--- config.mk ---
export PLATFORM = sky130hd
export DESIGN_NAME = seg_host_port
export DESIGN_NICKNAME = d
export VERILOG_FILES = /design/src/rtl/seg_host_port.sv
export SDC_FILE = /design/constraint.sdc
export NUM_CORES = 1
export LEC_CHECK = 0
export ABC_AREA = 1
export BUFFER_PORTS_ARGS = -buffer_cell sky130_fd_sc_hd__buf_4
export CORE_MARGIN = 2
export CORE_UTILIZATION = 39
export CTS_CLUSTER_SIZE = 20
export DETAILED_ROUTE_END_ITERATION = 8
export RECOVER_POWER = 100
export SLEW_MARGIN = 40
export SYNTH_ARGS = -nofsm -noshare
export SYNTH_HDL_FRONTEND = slang
export SYNTH_SLANG_ARGS = --single-unit
--- constraint.sdc ---
create_clock -name clk -period 3.1 [get_ports clk]
set_clock_uncertainty 0.1 [all_clocks]
set_input_delay 0.62 -clock clk [delete_from_list [all_inputs] [get_ports clk]]
set_output_delay 0.62 -clock clk [all_outputs]
set_load 0.02 [all_outputs]
--- src/rtl/seg_host_port.sv ---
module seg_host_port #(
  parameter int BUS_W = 32,
  parameter int NSEG  = 4,
  parameter int RW    = 16
) (
  input  logic                  clk,
  input  logic                  rst_n,
  input  logic                  strb_n,
  input  logic                  wr_n,
  input  logic                  cmd_n,
  input  logic [BUS_W-1:0]      dq_in,
  input  logic [BUS_W-1:0]      status_in,
  output logic [BUS_W-1:0]      dq_out,
  output logic                  dq_oe,
  output logic [NSEG*BUS_W-1:0] comparand,
  output logic [NSEG*BUS_W-1:0] mask1,
  output logic [RW-1:0]         ctrl,
  output logic [RW-1:0]         addr,
  output logic                  active_set,
  output logic                  cmp_req,
  output logic                  match_clr
);
  localparam int WW = NSEG * BUS_W;
  localparam int SW = $clog2(NSEG);
  localparam int HW = BUS_W - RW;

  logic [RW-1:0] ctrl_r [2];
  logic [RW-1:0] segc_r [2];
  logic [RW-1:0] addr_r [2];
  logic [RW-1:0] sds_r  [2];
  logic [WW-1:0] mask_r [2];
  logic [WW-1:0] cmp_r;
  logic [RW-1:0] page_r;
  logic          sel, s_q, rd_act, cyc_cmd, cyc_dw, cyc_dr;
  logic          rd_pend, serve;
  logic [2:0]    rd_id, srv_id;
  logic [RW-1:0] segc_ld, regval;

  wire       fall = s_q & ~strb_n;
  wire       rise = ~s_q & strb_n;
  wire [3:0] op   = dq_in[31:28];
  wire       flag = dq_in[27];
  wire [2:0] rid  = dq_in[26:24];
  wire       cw   = fall & ~wr_n & ~cmd_n;
  wire       dw   = fall & ~wr_n & cmd_n;
  wire       cr   = fall & wr_n & ~cmd_n;
  wire       regwr = cw && op == 4'd1 && flag;
  wire       rdset = cw && op == 4'd1 && !flag;

  wire [SW-1:0] d_st = segc_r[sel][0*SW +: SW];
  wire [SW-1:0] d_en = segc_r[sel][1*SW +: SW];
  wire [SW-1:0] s_st = segc_r[sel][2*SW +: SW];
  wire [SW-1:0] s_en = segc_r[sel][3*SW +: SW];
  wire [SW-1:0] d_c  = segc_r[sel][4*SW +: SW];
  wire [SW-1:0] s_c  = segc_r[sel][5*SW +: SW];

  function automatic logic [SW-1:0] nxt(input logic [SW-1:0] c, st, en);
    return (c == en) ? st : c + 1'b1;
  endfunction

  always_comb begin
    segc_ld = dq_in[RW-1:0];
    segc_ld[4*SW +: SW] = dq_in[0*SW +: SW];
    segc_ld[5*SW +: SW] = dq_in[2*SW +: SW];
    case (srv_id)
      3'd0: regval = ctrl_r[sel];
      3'd1: regval = segc_r[sel];
      3'd2: regval = addr_r[sel];
      3'd3: regval = page_r;
      3'd4: regval = sds_r[sel];
      default: regval = '0;
    endcase
  end

  always_ff @(posedge clk) begin
    if (!rst_n) begin
      for (int i = 0; i < 2; i++) begin
        ctrl_r[i] <= '0; segc_r[i] <= '0; addr_r[i] <= '0;
        sds_r[i] <= '0; mask_r[i] <= '0;
      end
      cmp_r <= '0; page_r <= '0; sel <= 1'b0; s_q <= 1'b1;
      rd_act <= 1'b0; cyc_cmd <= 1'b0; cyc_dw <= 1'b0; cyc_dr <= 1'b0;
      rd_pend <= 1'b0; serve <= 1'b0; rd_id <= '0; srv_id <= '0;
      cmp_req <= 1'b0; match_clr <= 1'b0;
    end else begin
      s_q <= strb_n;
      cmp_req <= 1'b0;
      match_clr <= 1'b0;
      if (fall) begin
        rd_act  <= wr_n;
        cyc_cmd <= ~cmd_n;
        cyc_dw  <= ~wr_n & cmd_n;
        cyc_dr  <= wr_n & cmd_n;
        rd_pend <= rdset;
        rd_id   <= rid;
        serve   <= cr & rd_pend;
        srv_id  <= rd_id;
      end
      if (dw) begin
        if (sds_r[sel][0]) mask_r[sel][d_c*BUS_W +: BUS_W] <= dq_in;
        else               cmp_r[d_c*BUS_W +: BUS_W] <= dq_in;
      end
      if (regwr)
        case (rid)
          3'd0: begin ctrl_r[sel] <= dq_in[RW-1:0]; cmp_req <= 1'b1; end
          3'd1: segc_r[sel] <= segc_ld;
          3'd2: addr_r[sel] <= dq_in[RW-1:0];
          3'd3: page_r <= dq_in[RW-1:0];
          3'd4: sds_r[sel] <= dq_in[RW-1:0];
          default: ;
        endcase
      if (cw)
        case (op)
          4'd2: begin sel <= dq_in[0]; match_clr <= 1'b1; end
          4'd3: begin
            segc_r[sel][4*SW +: SW] <= d_st;
            segc_r[sel][5*SW +: SW] <= s_st;
          end
          4'd4: cmp_req <= 1'b1;
          4'd5:
            if (ctrl_r[sel][1:0] == 2'b01)      addr_r[sel] <= addr_r[sel] + RW'(1);
            else if (ctrl_r[sel][1:0] == 2'b10) addr_r[sel] <= addr_r[sel] - RW'(1);
          default: ;
        endcase
      if (rise) begin
        rd_act <= 1'b0;
        if (cyc_dw) begin
          segc_r[sel][4*SW +: SW] <= nxt(d_c, d_st, d_en);
          if (d_c == d_en) cmp_req <= 1'b1;
        end
        if (cyc_dr) segc_r[sel][5*SW +: SW] <= nxt(s_c, s_st, s_en);
      end
    end
  end

  always_comb begin
    dq_out = '0;
    if (rd_act) begin
      if (cyc_cmd) begin
        if (serve) dq_out = {(srv_id == 3'd3) ? {HW{1'b0}} : status_in[BUS_W-1:RW], regval};
        else       dq_out = status_in;
      end else if (sds_r[sel][1]) dq_out = mask_r[sel][s_c*BUS_W +: BUS_W];
      else                        dq_out = cmp_r[s_c*BUS_W +: BUS_W];
    end
  end

  assign dq_oe      = rd_act;
  assign comparand  = cmp_r;
  assign mask1      = mask_r[sel];
  assign ctrl       = ctrl_r[sel];
  assign addr       = addr_r[sel];
  assign active_set = sel;

  assert_oe_in_strobe_R2: assert property (@(posedge clk) disable iff (!rst_n)
    dq_oe |-> !s_q);
  assert_swap_clears_R9: assert property (@(posedge clk) disable iff (!rst_n)
    active_set != $past(active_set) |-> match_clr);
  assert_serve_armed_R6: assert property (@(posedge clk) disable iff (!rst_n)
    $rose(serve) |-> $past(rd_pend));
  assert_ctrl_compare_R4: assert property (@(posedge clk) disable iff (!rst_n)
    regwr && rid == 3'd0 |=> cmp_req);
endmodule

# Word level (Yosys, flattened, before mapping)

Memory sizes are Yosys's and may differ from the RTL's. A register that Yosys moved wholly into a read port is not among the register bits.
Index checks and enable logic that the tools add are counted.

Shift-type cells: 4
Mux-type cells: 90
$add $sub $neg: 5
Bitwise operators: 22
Equal/unequal tests: 17
Reductions and logical operators: 16

Operator list:

| operator                                                | count |
|---|---|
| two-way mux 128 bit                                     | 3 |
| indexed part select 128 x 8 -> 32 bit                   | 2 |
| bitwise mux 128 bit                                     | 1 |
| two-way mux 32 bit                                      | 4 |
| OR reduction 128 bit                                    | 1 |
| variable shift 32 x 34 -> 128 bit, first input constant | 1 |
| indexed part select 32 x 34 -> 128 bit                  | 1 |
| two-way mux 16 bit                                      | 7 |
| case mux 16 bit (5 select lines)                        | 1 |
| two-way mux 1 bit                                       | 67 |
| OR reduction 16 bit                                     | 4 |
| negation 7 -> 34 bit                                    | 1 |
| adder 16 x 1 -> 16 bit, second input constant           | 1 |
| subtractor 16 x 1 -> 16 bit, second input constant      | 1 |
| == test 3 x 2 -> 1 bit, second input constant           | 4 |
| two-way mux 2 bit                                       | 6 |
| AND 1 bit                                               | 10 |
| == test 4 x 2 -> 1 bit, second input constant           | 2 |
| == test 4 x 3 -> 1 bit, second input constant           | 2 |
| AND reduction 2 bit                                     | 4 |
| == test 3 x 1 -> 1 bit, second input constant           | 2 |
| == test 3 bit, second input constant                    | 2 |
| zero test 3 bit                                         | 2 |
| NOT 1 bit                                               | 6 |
| 10 further kinds                                        | 19 |

Output and inout bits: 324
Register bits after elaboration: 160
RAM bits: 384
Memories kept: 5

Memory list:

| name   | words | width | rd ports | clocked after Yosys merged registers in | wr ports | line | source |
|---|---|---|---|---|---|---|---|
| mask_r | 2     | 128   | 1        | 1                                       | 2        | 31   | `logic [WW-1:0] mask_r [2];` |
| addr_r | 2     | 16    | 1        | 1                                       | 2        | 29   | `logic [RW-1:0] addr_r [2];` |
| ctrl_r | 2     | 16    | 1        | 1                                       | 2        | 27   | `logic [RW-1:0] ctrl_r [2];` |
| sds_r  | 2     | 16    | 1        | 1                                       | 2        | 30   | `logic [RW-1:0] sds_r [2];` |
| segc_r | 2     | 16    | 1        | 1                                       | 2        | 28   | `logic [RW-1:0] segc_r [2];` |

# Logic depth before layout (Yosys ltp)

Depth in word-level cells: 13
Depth in mapped cells: 15
Depth with buffers taken out: 13

# Worst setup path before layout

No wires, ideal clock.

Path type: register to register
Start point: register with a tool-made name
End point: memory mask_r[0][64] (netlist bit), enable pin
Setup time: 389 ps
Arrival time: 2953 ps
Cell stages (with the launch flop): 12
Period minus slack after synthesis: 3443 ps
Path buffers: 5
Path slack: -343 ps
Required time: 2611 ps
Path through: dfxtp_1 > buf_6 > nand2_1 > nand2_2 > inv_2 > clkbuf_1 > buf_1 > ha_1 > clkbuf_1 > nand3_1 > clkbuf_1 > nand2_1

RTL lines:

| element       | line |
|---|---|
| end, declared | 31 |

==> summary.txt <==
Status
  • Status: finished with violations
  • Failing checks: max-capacitance violations, negative setup slack

Layout
  • Core Util, Final: 53.4%
  • Layout Nets: 4142
  • Layout area overhead: 35.9%
  • Share of layout cells above drive strength 1: 23.3%

Logic synthesis
  • Avg Cell Area, Syn: 7.98 um2
  • Sequential share of the synthesized area: 53.7%
  • Post-synthesis cell type count: 42
  • Cells after synthesis: ~3400
  • Cell area after synthesis: 27500 um2
  • Syn Nets: ~3500
  • Synth top area cells: edfxtp_1 42%, nand2_1 12%, dfxtp_1 12%
  • Synth top cells by count: 863 x nand2_1, 564 x nor2_1, 384 x edfxtp_1
  • Yosys top cell by area: edfxtp_1
  • Synth top area share: 41.9%
  • Post-synth EDFFs: 384
  • Yosys warning count: 0
  • Count leader, synth: nand2_1
  • Synth async-reset ratio: 0%
  • Prevailing post-synth register cell: edfxtp_1
  • Seq cells post-synth: 545

STA
  • Hold Vio Cnt, Final: 0
  • Final min period: 3.63 ns
  • Max_slew headroom: 0.318%
  • Final setup violation count: 32
  • Final Slew Violations: 0
  • FMAX: 0.275 GHz
  • Least-Margin Pin Slew: 1.50 ns
  • Period utilization: 117%
  • Setup ws final: -0.533 ns
  • Unrepaired setup endpoints after global routing: true

Worst hold path
  • WHS Path Cells: 3
  • Hold_sp: strb_n
  • WHS Endpoint: s_q
  • Hold Path Class: primary input to register

Place
  • Place WS: -0.0925 ns
  • Post-detail-place hpwl: 86000 um
  • Port buffer count: 392
  • Final GP Congestion: 0.955

GRT
  • Global-route usage over all layers: 34.2%
  • Initial antenna violation count: 6
  • Largest net degree at the start of global routing: 65
  • GRT overflow: 0
  • First-pass GRT wire length: 182000 um
  • Vias in the first global route: 25923

Floorplan
  • Rows: 97
  • Chip Width: 270 um
  • Full die area: 72600 um2
  • Starting Density: between 30% and 40%
  • Core ar.: roughly 70000 um2
  • Num ports: approximately 400
  • Vert. Die Dim: 270 um

Job
  • Max Cap Violations: 1

Detailed routing
  • Drt first pass iters: 6
  • WL final: 129000 um
  • Vias: roughly 28000
  • DR iter-0 viols: 4016
  • Avg Vias per Cell: 5.62
  • Final antenna-violating net count: 0
  • DRC viols: 0
  • Wire length per cell: approximately 26 um

CTS
  • Clk sinks: 545
  • Clock transition at path regs: 0.06 ns
  • H-tree levels: 2
  • Clock latency on the worst-skew pair: roughly 0.66 ns
  • Hold-fix buffers, CTS: 0
  • CTS Buf Count: 60
  • Root buffer cell: clkbuf_16
  • CTS max path bufs: 3
  • CTS tree: built

Pwr
  • Power density cells: around 480 nW/um2
  • LEAKAGE: between 15 and 20 nW
  • Peak VDD IR: 0.419 mV

Setup path
  • Req. time, crit path: 2.38 ns
  • CP Capture Type: output pin
  • Critical path arrival: 2.91 ns
  • Register-to-Register Path Depth: 12
  • Crit path kind: register to output pin
  • Worst-path fanout max: 8
  • Startpoint Class: register
  • Reg2reg end: comparand[54]
  • R2R Setup Slk: 0.14 ns
where the power goes:
part | leakage (nW) | total [W] | internal, W | switching (W)
Combinational | 9.03 | 0.00232 | 0.000790 | 0.00153
Clock | 1.00 | 0.00767 | 0.00452 | 0.00315
Sequential | 5.27 | 0.00805 | 0.00797 | 0.0000789
Total | 15.3 | 0.0180 | 0.0133 | 0.00477
cell usage in the layout (no fill, tap or decap), types with 9 or more instances in the layout:
master	count
a211oi_1	17
a21oi_1	250
a21oi_2	32
a21oi_4	9
buf_12	32
buf_16	33
buf_4	513
buf_6	28
buf_8	11
bufinv_16	10
clkbuf_1	158
clkbuf_16	63
clkbuf_2	9
clkinv_1	20
dfxtp_1	160
edfxtp_1	384
inv_1	287
nand2_1	829
nand2_2	33
nand3_1	114
nand3_2	42
nand4_1	34
nor2_1	550
nor2_2	14
nor2_4	9
nor3_1	23
o211ai_1	53
o21ai_0	207
o21ai_1	39
o21ai_2	30
or2_2	35
metal layers:
| layer | global-route usage, % | wire length, um |
|---|---|---|
| met3 | 8.33 | 16500 |
| met4 | 14.9 | 6220 |
| met2 | 51.9 | 56600 |
| met5 | 0 | 25 |
| met1 | 46.5 | 49900 |
critical path, stage by stage, from the launching register on:
cell and delay, ns:
dfxtp_4 0.45, inv_8 0.10, nand2_8 0.11, nand2_8 0.10, buf_12 0.16, buf_12 0.14, o211ai_1 0.51, nand3_1 0.28
nand3_1 0.15, a21oi_1 0.08, buf_4 0.18
how the worst max path moves through the flow:
stage	startpoint	depth (start not counted)	slack (ns)	endpoint
after floorplan	register	11	0.12	mask_r[0][64]
after global placement	register	12	-0.09	dq_out[3]
after detailed placement	register	12	-0.09	dq_out[3]
after CTS	register	10	-0.46	dq_out[21]
after global routing	register	13	-0.51	dq_out[12]
final	register	10	-0.53	dq_out[21]
cells by family (layout without fill, tap and decap cells):
logic type	after synthesis	after routing	synth area share [%]
xor gates and xnor gates	11	11	0.350
and+or+nand+nor	1701	1702	25.1
AOI/OAI and AO/OA	655	655	12.8
DFF	545	545	53.7
adders and majority gates	7	7	0.319
other	0	4	0
buffers and inverters	525	1198	7.74
sequential cells by signal, indices dropped and copies added, names as in the netlist, 3 cells and up, named ones only:
register,flops
segc_r,32
comparand,128
rd_id,3
sds_r,32
mask_r,256
page_r,16
ctrl_r,32
addr_r,32
srv_id,3
timing repair:
action	CTS	global route
setup endpoints to repair	37	38
gates cloned	35	4
buffers inserted	47	8
hold endpoints to repair	0	0
pin swaps	71	50
resized for setup	270	93
layout make-up:
| cell class | instances | area (um2) |
|---|---|---|
| antenna | 4 | 10.0 |
| clock buffer | 82 | 1620 |
| clock inverter | 32 | 462 |
| fill | 6747 | 32600 |
| inverter | 310 | 1190 |
| multi-input combinational | 2375 | 11400 |
| sequential | 545 | 14800 |
| tap | 940 | 1180 |
| timing repair buffer | 774 | 6690 |
per-stage QoR:
| stage | total power, W | cell area [um2] | hold slack [ns] | setup TNS (ns) | std cells |
|---|---|---|---|---|---|
| after floorplan | 0.00910 | 27500 | 0.344 | 0 | 3444 |
| after global placement | 0.0102 | 33200 | 0.362 | -0.178 | 4854 |
| after detailed placement | 0.0102 | 33200 | 0.370 | -0.215 | 4854 |
| after CTS | 0.0180 | 37500 | 0.134 | -11.16 | 5049 |
| after global routing | 0.0184 | 37400 | 0.146 | -13.29 | 5061 |
| final | 0.0180 | 37400 | 0.146 | -12.20 | 5062 |
(Power assumes the default switching activity.)
